`src/rtl/tval_pkg.sv`:
```
package tval_pkg;

   typedef enum logic [1:0] {
      SRC_ZERO = 2'd0,
      SRC_ADDR = 2'd1,
      SRC_INSN = 2'd2
   } tval_src_e;

   localparam int C_FETCH_MIS   = 0;
   localparam int C_FETCH_ACC   = 1;
   localparam int C_ILLEGAL     = 2;
   localparam int C_BREAK       = 3;
   localparam int C_LOAD_MIS    = 4;
   localparam int C_LOAD_ACC    = 5;
   localparam int C_STORE_MIS   = 6;
   localparam int C_STORE_ACC   = 7;
   localparam int C_FETCH_PAGE  = 12;
   localparam int C_LOAD_PAGE   = 13;
   localparam int C_STORE_PAGE  = 15;

   // which kind of value a cause reports when it is informative
   function automatic tval_src_e src_of(input int code);
      case (code)
         C_FETCH_MIS, C_FETCH_ACC, C_BREAK, C_LOAD_MIS, C_LOAD_ACC,
         C_STORE_MIS, C_STORE_ACC, C_FETCH_PAGE, C_LOAD_PAGE,
         C_STORE_PAGE:   return SRC_ADDR;
         C_ILLEGAL:      return SRC_INSN;
         default:        return SRC_ZERO;
      endcase
   endfunction

   // causes for which a split access reports the faulting portion
   function automatic logic uses_part(input int code);
      case (code)
         C_FETCH_ACC, C_LOAD_ACC, C_STORE_ACC,
         C_FETCH_PAGE, C_LOAD_PAGE, C_STORE_PAGE: return 1'b1;
         default:                                 return 1'b0;
      endcase
   endfunction

endpackage

```
`src/rtl/tval_select.sv`:
```
module tval_select
   import tval_pkg::*;
#(
   parameter int                    XLEN      = 32,
   parameter int                    CAUSE_W   = 4,
   parameter logic [2**CAUSE_W-1:0] INFO_MASK = '1
) (
   input  logic [CAUSE_W-1:0] cause,
   input  logic [XLEN-1:0]    fault_vaddr,
   input  logic [XLEN-1:0]    part_vaddr,
   input  logic               part_valid,
   output tval_src_e          src,
   output logic [XLEN-1:0]    addr_raw
);

   int code;

   always_comb begin
      code = int'(cause);
      src  = src_of(code);
      if (!INFO_MASK[cause])
         src = SRC_ZERO;
      if (uses_part(code) && part_valid)
         addr_raw = part_vaddr;
      else
         addr_raw = fault_vaddr;
   end

endmodule

```
`src/rtl/tval_legal.sv`:
```
module tval_legal #(
   parameter int XLEN    = 32,
   parameter int VA_BITS = 20
) (
   input  logic [XLEN-1:0] value_in,
   output logic [XLEN-1:0] value_out
);

   localparam int UPPER_W = XLEN - VA_BITS + 1;
   localparam logic [XLEN-1:0] FOLD_PATTERN =
      {{UPPER_W{1'b1}}, {(VA_BITS-1){1'b0}}};

   logic [UPPER_W-1:0] upper;
   logic               is_legal;

   always_comb begin
      upper     = value_in[XLEN-1:VA_BITS-1];
      is_legal  = (&upper) | ~(|upper);
      value_out = is_legal ? value_in : FOLD_PATTERN;
   end

endmodule

```
`src/rtl/tval_unit.sv`:
```
module tval_unit
   import tval_pkg::*;
#(
   parameter int                    XLEN      = 32,
   parameter int                    ILEN      = 32,
   parameter int                    VA_BITS   = 20,
   parameter int                    CAUSE_W   = 4,
   parameter logic [2**CAUSE_W-1:0] INFO_MASK = 16'hB0BF
) (
   input  logic               clk,
   input  logic               rst_n,
   input  logic               trap_take,
   input  logic [CAUSE_W-1:0] trap_cause,
   input  logic [XLEN-1:0]    trap_pc,
   input  logic [XLEN-1:0]    fault_vaddr,
   input  logic [XLEN-1:0]    part_vaddr,
   input  logic               part_valid,
   input  logic [ILEN-1:0]    insn_bits,
   input  logic               sw_we,
   input  logic [XLEN-1:0]    sw_wdata,
   output logic [XLEN-1:0]    tval_o,
   output logic [XLEN-1:0]    epc_o
);

   localparam bit TIED_ZERO = (INFO_MASK == '0);

   if (ILEN > XLEN) begin : g_bad_ilen
      $error("tval_unit: ILEN must not exceed XLEN");
   end
   if (VA_BITS < 2 || VA_BITS > XLEN) begin : g_bad_va
      $error("tval_unit: VA_BITS must lie in 2..XLEN");
   end
   if (CAUSE_W < 4) begin : g_bad_cause
      $error("tval_unit: CAUSE_W must be at least 4");
   end

   tval_src_e         src;
   logic [XLEN-1:0]   addr_raw;
   logic [XLEN-1:0]   addr_legal;
   logic [XLEN-1:0]   sw_legal;
   logic [XLEN-1:0]   trap_value;
   logic [XLEN-1:0]   epc_q;

   tval_select #(
      .XLEN      (XLEN),
      .CAUSE_W   (CAUSE_W),
      .INFO_MASK (INFO_MASK)
   ) u_select (
      .cause       (trap_cause),
      .fault_vaddr (fault_vaddr),
      .part_vaddr  (part_vaddr),
      .part_valid  (part_valid),
      .src         (src),
      .addr_raw    (addr_raw)
   );

   tval_legal #(.XLEN(XLEN), .VA_BITS(VA_BITS)) u_legal_addr (
      .value_in  (addr_raw),
      .value_out (addr_legal)
   );

   tval_legal #(.XLEN(XLEN), .VA_BITS(VA_BITS)) u_legal_sw (
      .value_in  (sw_wdata),
      .value_out (sw_legal)
   );

   always_comb begin
      case (src)
         SRC_ADDR: trap_value = addr_legal;
         SRC_INSN: trap_value = XLEN'(insn_bits);
         default:  trap_value = '0;
      endcase
   end

   if (TIED_ZERO) begin : g_tied
      assign tval_o = '0;
   end else begin : g_reg
      logic [XLEN-1:0] tval_q;
      always_ff @(posedge clk) begin
         if (!rst_n)
            tval_q <= '0;
         else if (trap_take)
            tval_q <= trap_value;
         else if (sw_we)
            tval_q <= sw_legal;
      end
      assign tval_o = tval_q;
   end

   always_ff @(posedge clk) begin
      if (!rst_n)
         epc_q <= '0;
      else if (trap_take)
         epc_q <= trap_pc;
   end

   assign epc_o = epc_q;

endmodule


```
`config.mk`:
```
export PLATFORM = sky130hd
export DESIGN_NAME = tval_unit
export DESIGN_NICKNAME = d
export VERILOG_FILES = /design/src/rtl/tval_pkg.sv /design/src/rtl/tval_select.sv /design/src/rtl/tval_legal.sv /design/src/rtl/tval_unit.sv
export SDC_FILE = /design/constraint.sdc
export NUM_CORES = 1
export LEC_CHECK = 0
export ABC_AREA = 0
export BUFFER_PORTS_ARGS = -buffer_cell sky130_fd_sc_hd__buf_2
export CAP_MARGIN = 20
export CORE_MARGIN = 3
export CORE_UTILIZATION = 42
export CTS_CLUSTER_SIZE = 16
export DETAILED_ROUTE_END_ITERATION = 12
export PLACE_DENSITY = 0.81
export SLEW_MARGIN = 20
export SYNTH_ARGS = -nofsm -noshare
export SYNTH_HDL_FRONTEND = slang
export SYNTH_SLANG_ARGS = --single-unit
```
`constraint.sdc`:
```
create_clock -name clk -period 2.8 [get_ports clk]
set_clock_uncertainty 0.1 [all_clocks]
set_input_delay 0.56 -clock clk [delete_from_list [all_inputs] [get_ports clk]]
set_output_delay 0.56 -clock clk [all_outputs]
set_load 0.02 [all_outputs]
```
==> out/summary.txt, run 1 <==
Detail Route Antenna Nets -> 0
Netlist cell types -> 45
Clock Power Share -> 0.337
proportion of layout cells with a drive suffix above 1 -> 0.472
CTS tree -> built
clock slew at reported path FFs -> 0.07 ns
hold path startpoint -> insn_bits[27]
DR vias/cell -> 5.43
largest cells by area after synthesis -> dfxtp_1, mux2i_1, nor2_1
Rel. slew slack -> 0.505
maximum fanout along the worst path -> 13
post-cts resize count -> 0
final hold vios -> 0
die height -> 95.9 um
most common cell in the synthesized netlist -> dfxtp_1
Worst Setup SP -> trap_cause[0]
Slew Viols, Final -> 0
Adder-Cell Fraction of Synth Area -> 0.00738
run status -> finished, final reports clean
Commonest cells post-synth -> dfxtp_1, nor2_1, mux2i_1, nor3b_1
area growth from synthesis to layout -> 40.4%
WL per Instance -> 16.4 um
die width -> 95.9 um
sequential area share after synthesis -> 0.378
core footprint -> 7770 um^2
CP top delay family -> compound AO/OA/AOI/OAI gates
Final Routed Wirelength -> 11,400 um
Ports -> 233
initial antenna violation count -> 0
DRT iter0 DRCs -> 109
slew at the pin closest to its max-slew limit -> 0.743 ns
DR vias -> 3,772
setup violators final -> 0
clk buf depth -> 2
Psw -> 0.000623 W
synthesized cell area -> 3390 um^2
post-synthesis cell type with the largest combined area -> dfxtp_1
Sinks on Clock Net -> 64
largest family of logic cells by synthesized area -> compound AO/OA/AOI/OAI gates
Async SR Flop Fraction -> 0
r2r startpoint -> tval_o[8]
design internal power -> 0.00160 W
row count -> 32
CTS Hold Bufs -> 0
MaxCap Viol Count -> 0
critical path startpoint category -> input port
first-pass GRT wire length -> 17,000 um
Initial Util -> 0.437
Final TNS setup -> 0 ns
Simple-Gate Fraction of Synth Area -> 0.186
Final nets -> 760
Placed Area -> 4570 um^2
WP data arrival -> 2.51 ns
Skew-Pair Late Insertion Delay -> 0.33 ns
Data required, critical path -> 2.96 ns
crit path kind -> input port to flip-flop
Post-synth EDFFs -> 0
sequential power share -> 0.447
RSZ-0062 raised after global routing -> no
CP Cell Sequence -> buf_2 -> nand2b_1 -> or3_1 -> ha_1 -> nand3b_1 -> a2111o_1 -> o211ai_1
switch share -> 0.280
IR drop worst, VDD -> 0.000361 V
leakage power -> 2.39 nW
Yosys top cell area share -> 0.378
combinational group share of total power -> 0.217
CTS Buf Count -> 9
total die area -> 9190 um^2
mux cell area share after synthesis -> 0.0944
share of the core filled with cells -> 0.613
clk root buf -> clkbuf_8
fmax -> 425 MHz
global-route usage over all layers -> 0.235
drt pass-1 iters -> 4
compound-cell area share of the yosys netlist -> 0.281
DP Wirelength -> 8600 um
Place WS -> 0.108 ns
hold crit path type -> input port to flip-flop
Final Cycle Share -> 0.841
Max stage delay on crit path -> 0.64 ns
Post-CTS Setup Inserts -> 0
Post-synth top flop -> dfxtp_1
cell area after layout -> 4760 um^2
Synth Area in XOR/XNOR -> 0
CP endpoint kind -> flip-flop
I/O Buffers -> 232
GRT Residual Overflow -> 0
Pwr Density -> 467 nW/um^2
Syn Nets -> 540
CTS H-Tree Depth -> 3
number of global-route vias before repair -> 3,657
Tmin final -> 2.35 ns
Buf+Inv Stages, Crit Path -> 1
placer congestion estimate -> 0.754
Synthesis Warnings -> 0
Ant. Diodes -> 0
Worst path slowest cell -> a2111o_1
largest net degree at the start of global routing -> 39
PnR worst setup slack -> 0.446 ns
drc violations -> 0
Cells after Synth -> 369
#FFs+latches synth -> 64
syn_area_per_cell -> 9.19 um^2
-- kinds of logic after synthesis --
logic type	Yosys count
AO/OA/AOI/OAI	115
adder cells (fa/ha/maj)	2
buffers and inverters	35
flip-flops	64
multiplexers	32
AND/OR/NAND/NOR	121
-- placed cells by master (no fill, tap or decap), types with 2 or more instances in the layout --
cell      count
buf_2       232
dfxtp_1      64
nor2_1       50
mux2i_1      32
nor3b_1      20
a221oi_1     19
o21a_1       19
o21bai_1     19
nand2_1      17
clkbuf_8     13
o22ai_2      11
o21ai_0      10
o211ai_2     10
o21ai_1      10
nor4_1        8
o22ai_1       8
nand4_1       7
buf_4         7
inv_1         3
nor3_1        3
nand3_1       3
o211ai_1      3
and4_1        2
and3b_1       2
ha_1          2
-- per-stage QoR --
| stage | total power, W | instances | hold slack (ns) |
|---|---|---|---|
| detailed placement | 0.00149 | 680 | 0.381 |
| global placement | 0.00148 | 680 | 0.370 |
| global route | 0.00233 | 695 | 0.344 |
| finish | 0.00222 | 695 | 0.342 |
| CTS | 0.00224 | 695 | 0.326 |
| floorplan | 0.00128 | 369 | 0.483 |
-- worst register-to-register path: stages (launching register included) --
cell and delay [ns]:
dfxtp_1 0.31, o21ai_0 0.25, o21bai_1 0.18, o22ai_2 0.09
-- final timing paths --
check	end	slack, ns	depth (start not counted)
setup / recovery	tval_o[30]	0.45	7
hold / removal	tval_o[27]	0.34	3
setup reg to reg	tval_o[8]	1.76	3
hold reg to reg	epc_o[3]	0.40	2
-- layer usage --
layer / global-route usage / up-vias / routed length (um)
met4: 0.115 / 0 / 296
li1: - / 1828 / -
met3: 0.0680 / 25 / 1120
met1: 0.275 / 1743 / 4560
met5: 0 / - / 0
met2: 0.393 / 176 / 5410
-- registers in the layout, summed over array words and instances, names as in the netlist --
| signal | count |
|---|---|
| tval_o | 32 |
| epc_o | 32 |
-- power by group through the flow --
stage | Clock [W] | Combinational (W) | Sequential, W
floorplan | 0 | 0.000200 | 0.00108
global placement | 0 | 0.000468 | 0.00101
detailed placement | 0 | 0.000482 | 0.00101
CTS | 0.000770 | 0.000483 | 0.000992
global route | 0.000806 | 0.000527 | 0.000997
finish | 0.000748 | 0.000481 | 0.000992
-- layout make-up --
class	instances	area [um^2]
Timing Repair Buffer	239	1210
Fill cell	719	3010
Tap cell	102	128
Clock buffer	13	179
Inverter	5	18.8
Multi-Input combinational cell	270	1930
Sequential cell	64	1280
Clock inverter	2	12.5
No activity file was read; power rests on OpenSTA's default activity.
==> run 2, diff against run 1 <==
--- a/config.mk
+++ b/config.mk
@@ -9,10 +9,10 @@
 export BUFFER_PORTS_ARGS = -buffer_cell sky130_fd_sc_hd__buf_2
 export CAP_MARGIN = 20
 export CORE_MARGIN = 3
-export CORE_UTILIZATION = 42
+export CORE_UTILIZATION = 38
 export CTS_CLUSTER_SIZE = 16
 export DETAILED_ROUTE_END_ITERATION = 12
-export PLACE_DENSITY = 0.81
+export PLACE_DENSITY = 0.77
 export SLEW_MARGIN = 20
 export SYNTH_ARGS = -nofsm -noshare
 export SYNTH_HDL_FRONTEND = slang
==> constraint.sdc (replaced) <==
create_clock -name clk -period 1.9 [get_ports clk]
set_clock_uncertainty 0.1 [all_clocks]
set_input_delay 0.38 -clock clk [delete_from_list [all_inputs] [get_ports clk]]
set_output_delay 0.38 -clock clk [all_outputs]
set_load 0.02 [all_outputs]
==> out/summary.txt, run 2 (synthesized netlist as in run 1, its figures left out) <==
number of global-route vias before repair -> 3,848 (+5.2%)
largest net degree at the start of global routing -> 39 (unchanged)
commonest non-fill, non-tap cell in the layout -> buf_2
Final nets -> 770 (+1.3%)
WP data arrival -> 2.08 ns (-0.43 ns)
WL per Instance -> 16.3 um (-0.79%)
PnR worst setup slack -> -0.0622 ns (-0.508 ns)
Placed Area -> 4780 um^2 (+4.7%)
IR drop worst, VDD -> 0.000513 V (+42%)
CTS Hold Bufs -> 0 (unchanged)
slew at the pin closest to its max-slew limit -> 0.905 ns (+0.163 ns)
proportion of layout cells with a drive suffix above 1 -> 0.523 (+0.0510)
Tot Pwr -> 0.00372 W (+67%)
run status -> finished, violations left
MaxCap Viol Count -> 0 (unchanged)
Detail Route Antenna Nets -> 0 (unchanged)
commonest non-fill, non-tap cells in the layout -> buf_2, dfxtp_1, nor2_1, mux2i_1, nor3b_1
clk buf depth -> 2 (unchanged)
final hold vios -> 0 (unchanged)
setup violators final -> 17 (+17)
core footprint -> 8420 um^2 (+8.4%)
crit path kind -> input port to flip-flop
Ports -> 233 (unchanged)
Final Routed Wirelength -> 11,500 um (+1.2%)
storage element area -> 1280 um^2 (unchanged)
Post-Layout Cell Count -> 709 (+2.0%)
die height -> 100 um (+4.8%)
share of the core filled with cells -> 0.619 (+0.00621)
clock slew at reported path FFs -> 0.08 ns (about the same)
Tmin final -> 1.96 ns
clk root buf -> clkbuf_8
global-route usage over all layers -> 0.211 (-0.0241)
area growth from synthesis to layout -> 53.7%
Skew-Pair Late Insertion Delay -> 0.34 ns (about the same)
Slew Viols, Final -> 0 (unchanged)
GRT Residual Overflow -> 0 (unchanged)
DP Wirelength -> 8570 um (-0.35%)
CP endpoint kind -> flip-flop
area of the multi-input gates -> 2150 um^2 (+11%)
hold crit path type -> input port to flip-flop
Pwr Density -> 713 nW/um^2 (+53%)
fmax -> 510 MHz
leakage power -> 2.57 nW (+7.6%)
cell area after layout -> 5220 um^2 (+9.5%)
Ant. Diodes -> 0 (unchanged)
DRT iter0 DRCs -> 90 (-17%)
Placed Cells -> 690 (+1.5%)
Sinks on Clock Net -> 64 (unchanged)
maximum fanout along the worst path -> 10 (-3)
violated checks -> negative setup slack
total die area -> 10,100 um^2 (+9.9%)
Rel. slew slack -> 0.395 (-0.110)
first-pass GRT wire length -> 17,200 um (+1.1%)
row count -> 33 (+3.1%)
I/O Buffers -> 232 (unchanged)
Final Cycle Share -> 1.03
DR vias/cell -> 5.35 (-1.5%)
Initial Util -> 0.403 (-0.0340)
drt pass-1 iters -> 4 (unchanged)
CTS tree -> built
Data required, critical path -> 2.02 ns (-0.94 ns)
placer congestion estimate -> 0.902 (+20%)
FILL cells -> 732 (+1.8%)
drc violations -> 0 (unchanged)
initial antenna violation count -> 0 (unchanged)
die width -> 100 um (+4.8%)
DR vias -> 3,791 (+0.50%)
critical path startpoint category -> input port
RSZ-0062 raised after global routing -> yes
CTS Buf Count -> 9 (unchanged)
CTS H-Tree Depth -> 3 (unchanged)
==> run 2: changes by cell type in the layout (fill, tap and decap cells not counted), sizes merged <==
cell,change
clkinvlp,-1
buf,+9
clkbuf,-3
bufinv,+3
inv,+2
clkinv,+1
==> run 2: what timing repair did <==
action / in CTS / in global routing
gates resized for setup: 3 / 15
endpoints found under the hold margin: 0 / 0
pin swaps: 0 / 4
gates cloned: 0 / 2
endpoints found under the setup margin: 23 / 24
setup buffers: 0 / 1
==> run 2: report_power, final <==
group          internal [W]  total [W]  switching [W]  leakage, nW
registers           0.00142    0.00146      0.0000400        0.528
clock network      0.000890    0.00149       0.000595        0.126
logic              0.000361   0.000771       0.000410         1.92
==> run 2: final cells by class <==
class	count	share of cell area
clock buffer	9	0.0238
clock inverter	7	0.0245
inverter	5	0.00360
multi-input combinational	270	0.412
sequential	64	0.246
tap	105	0.0252
timing repair buffer	249	0.265
==> run 2: metal layers <==
| metal | GRT usage | part of all wire |
|---|---|---|
| met1 | 0.231 | 0.38 |
| met2 | 0.385 | 0.52 |
| met3 | 0.0533 | 0.076 |
| met4 | 0.0881 | 0.023 |
| met5 | 0 | 0 |
==> run 2: stage by stage <==
| step | worst slack, ns | TNS (ns) | hold slack (ns) |
|---|---|---|---|
| floorplan | -0.219 | -4.28 | 0.406 |
| global placement | -0.375 | -10.92 | 0.368 |
| detailed placement | -0.432 | -12.37 | 0.379 |
| CTS | -0.0339 | -0.198 | 0.146 |
| global route | -0.0836 | -1.19 | 0.145 |
| finish | -0.0622 | -0.525 | 0.164 |
==> run 2: worst max-delay path: stages <==
cell and delay, ns:
buf_8 0.10, nand2b_4 0.13, or3_4 0.36, ha_4 0.28
and3b_2 0.26, buf_12 0.17, a221oi_2 0.29, o22ai_2 0.11
==> run 2: path summary, 6_finish.rpt <==
path	startpoint	endpoint	slack, ns	depth (start not counted)
worst max-delay path	trap_cause[0]	tval_o[9]	-0.06	8
worst min-delay path	insn_bits[22]	tval_o[22]	0.16	3
worst max register to register	tval_o[6]	tval_o[6]	0.83	3
worst min register to register	epc_o[3]	epc_o[3]	0.39	2
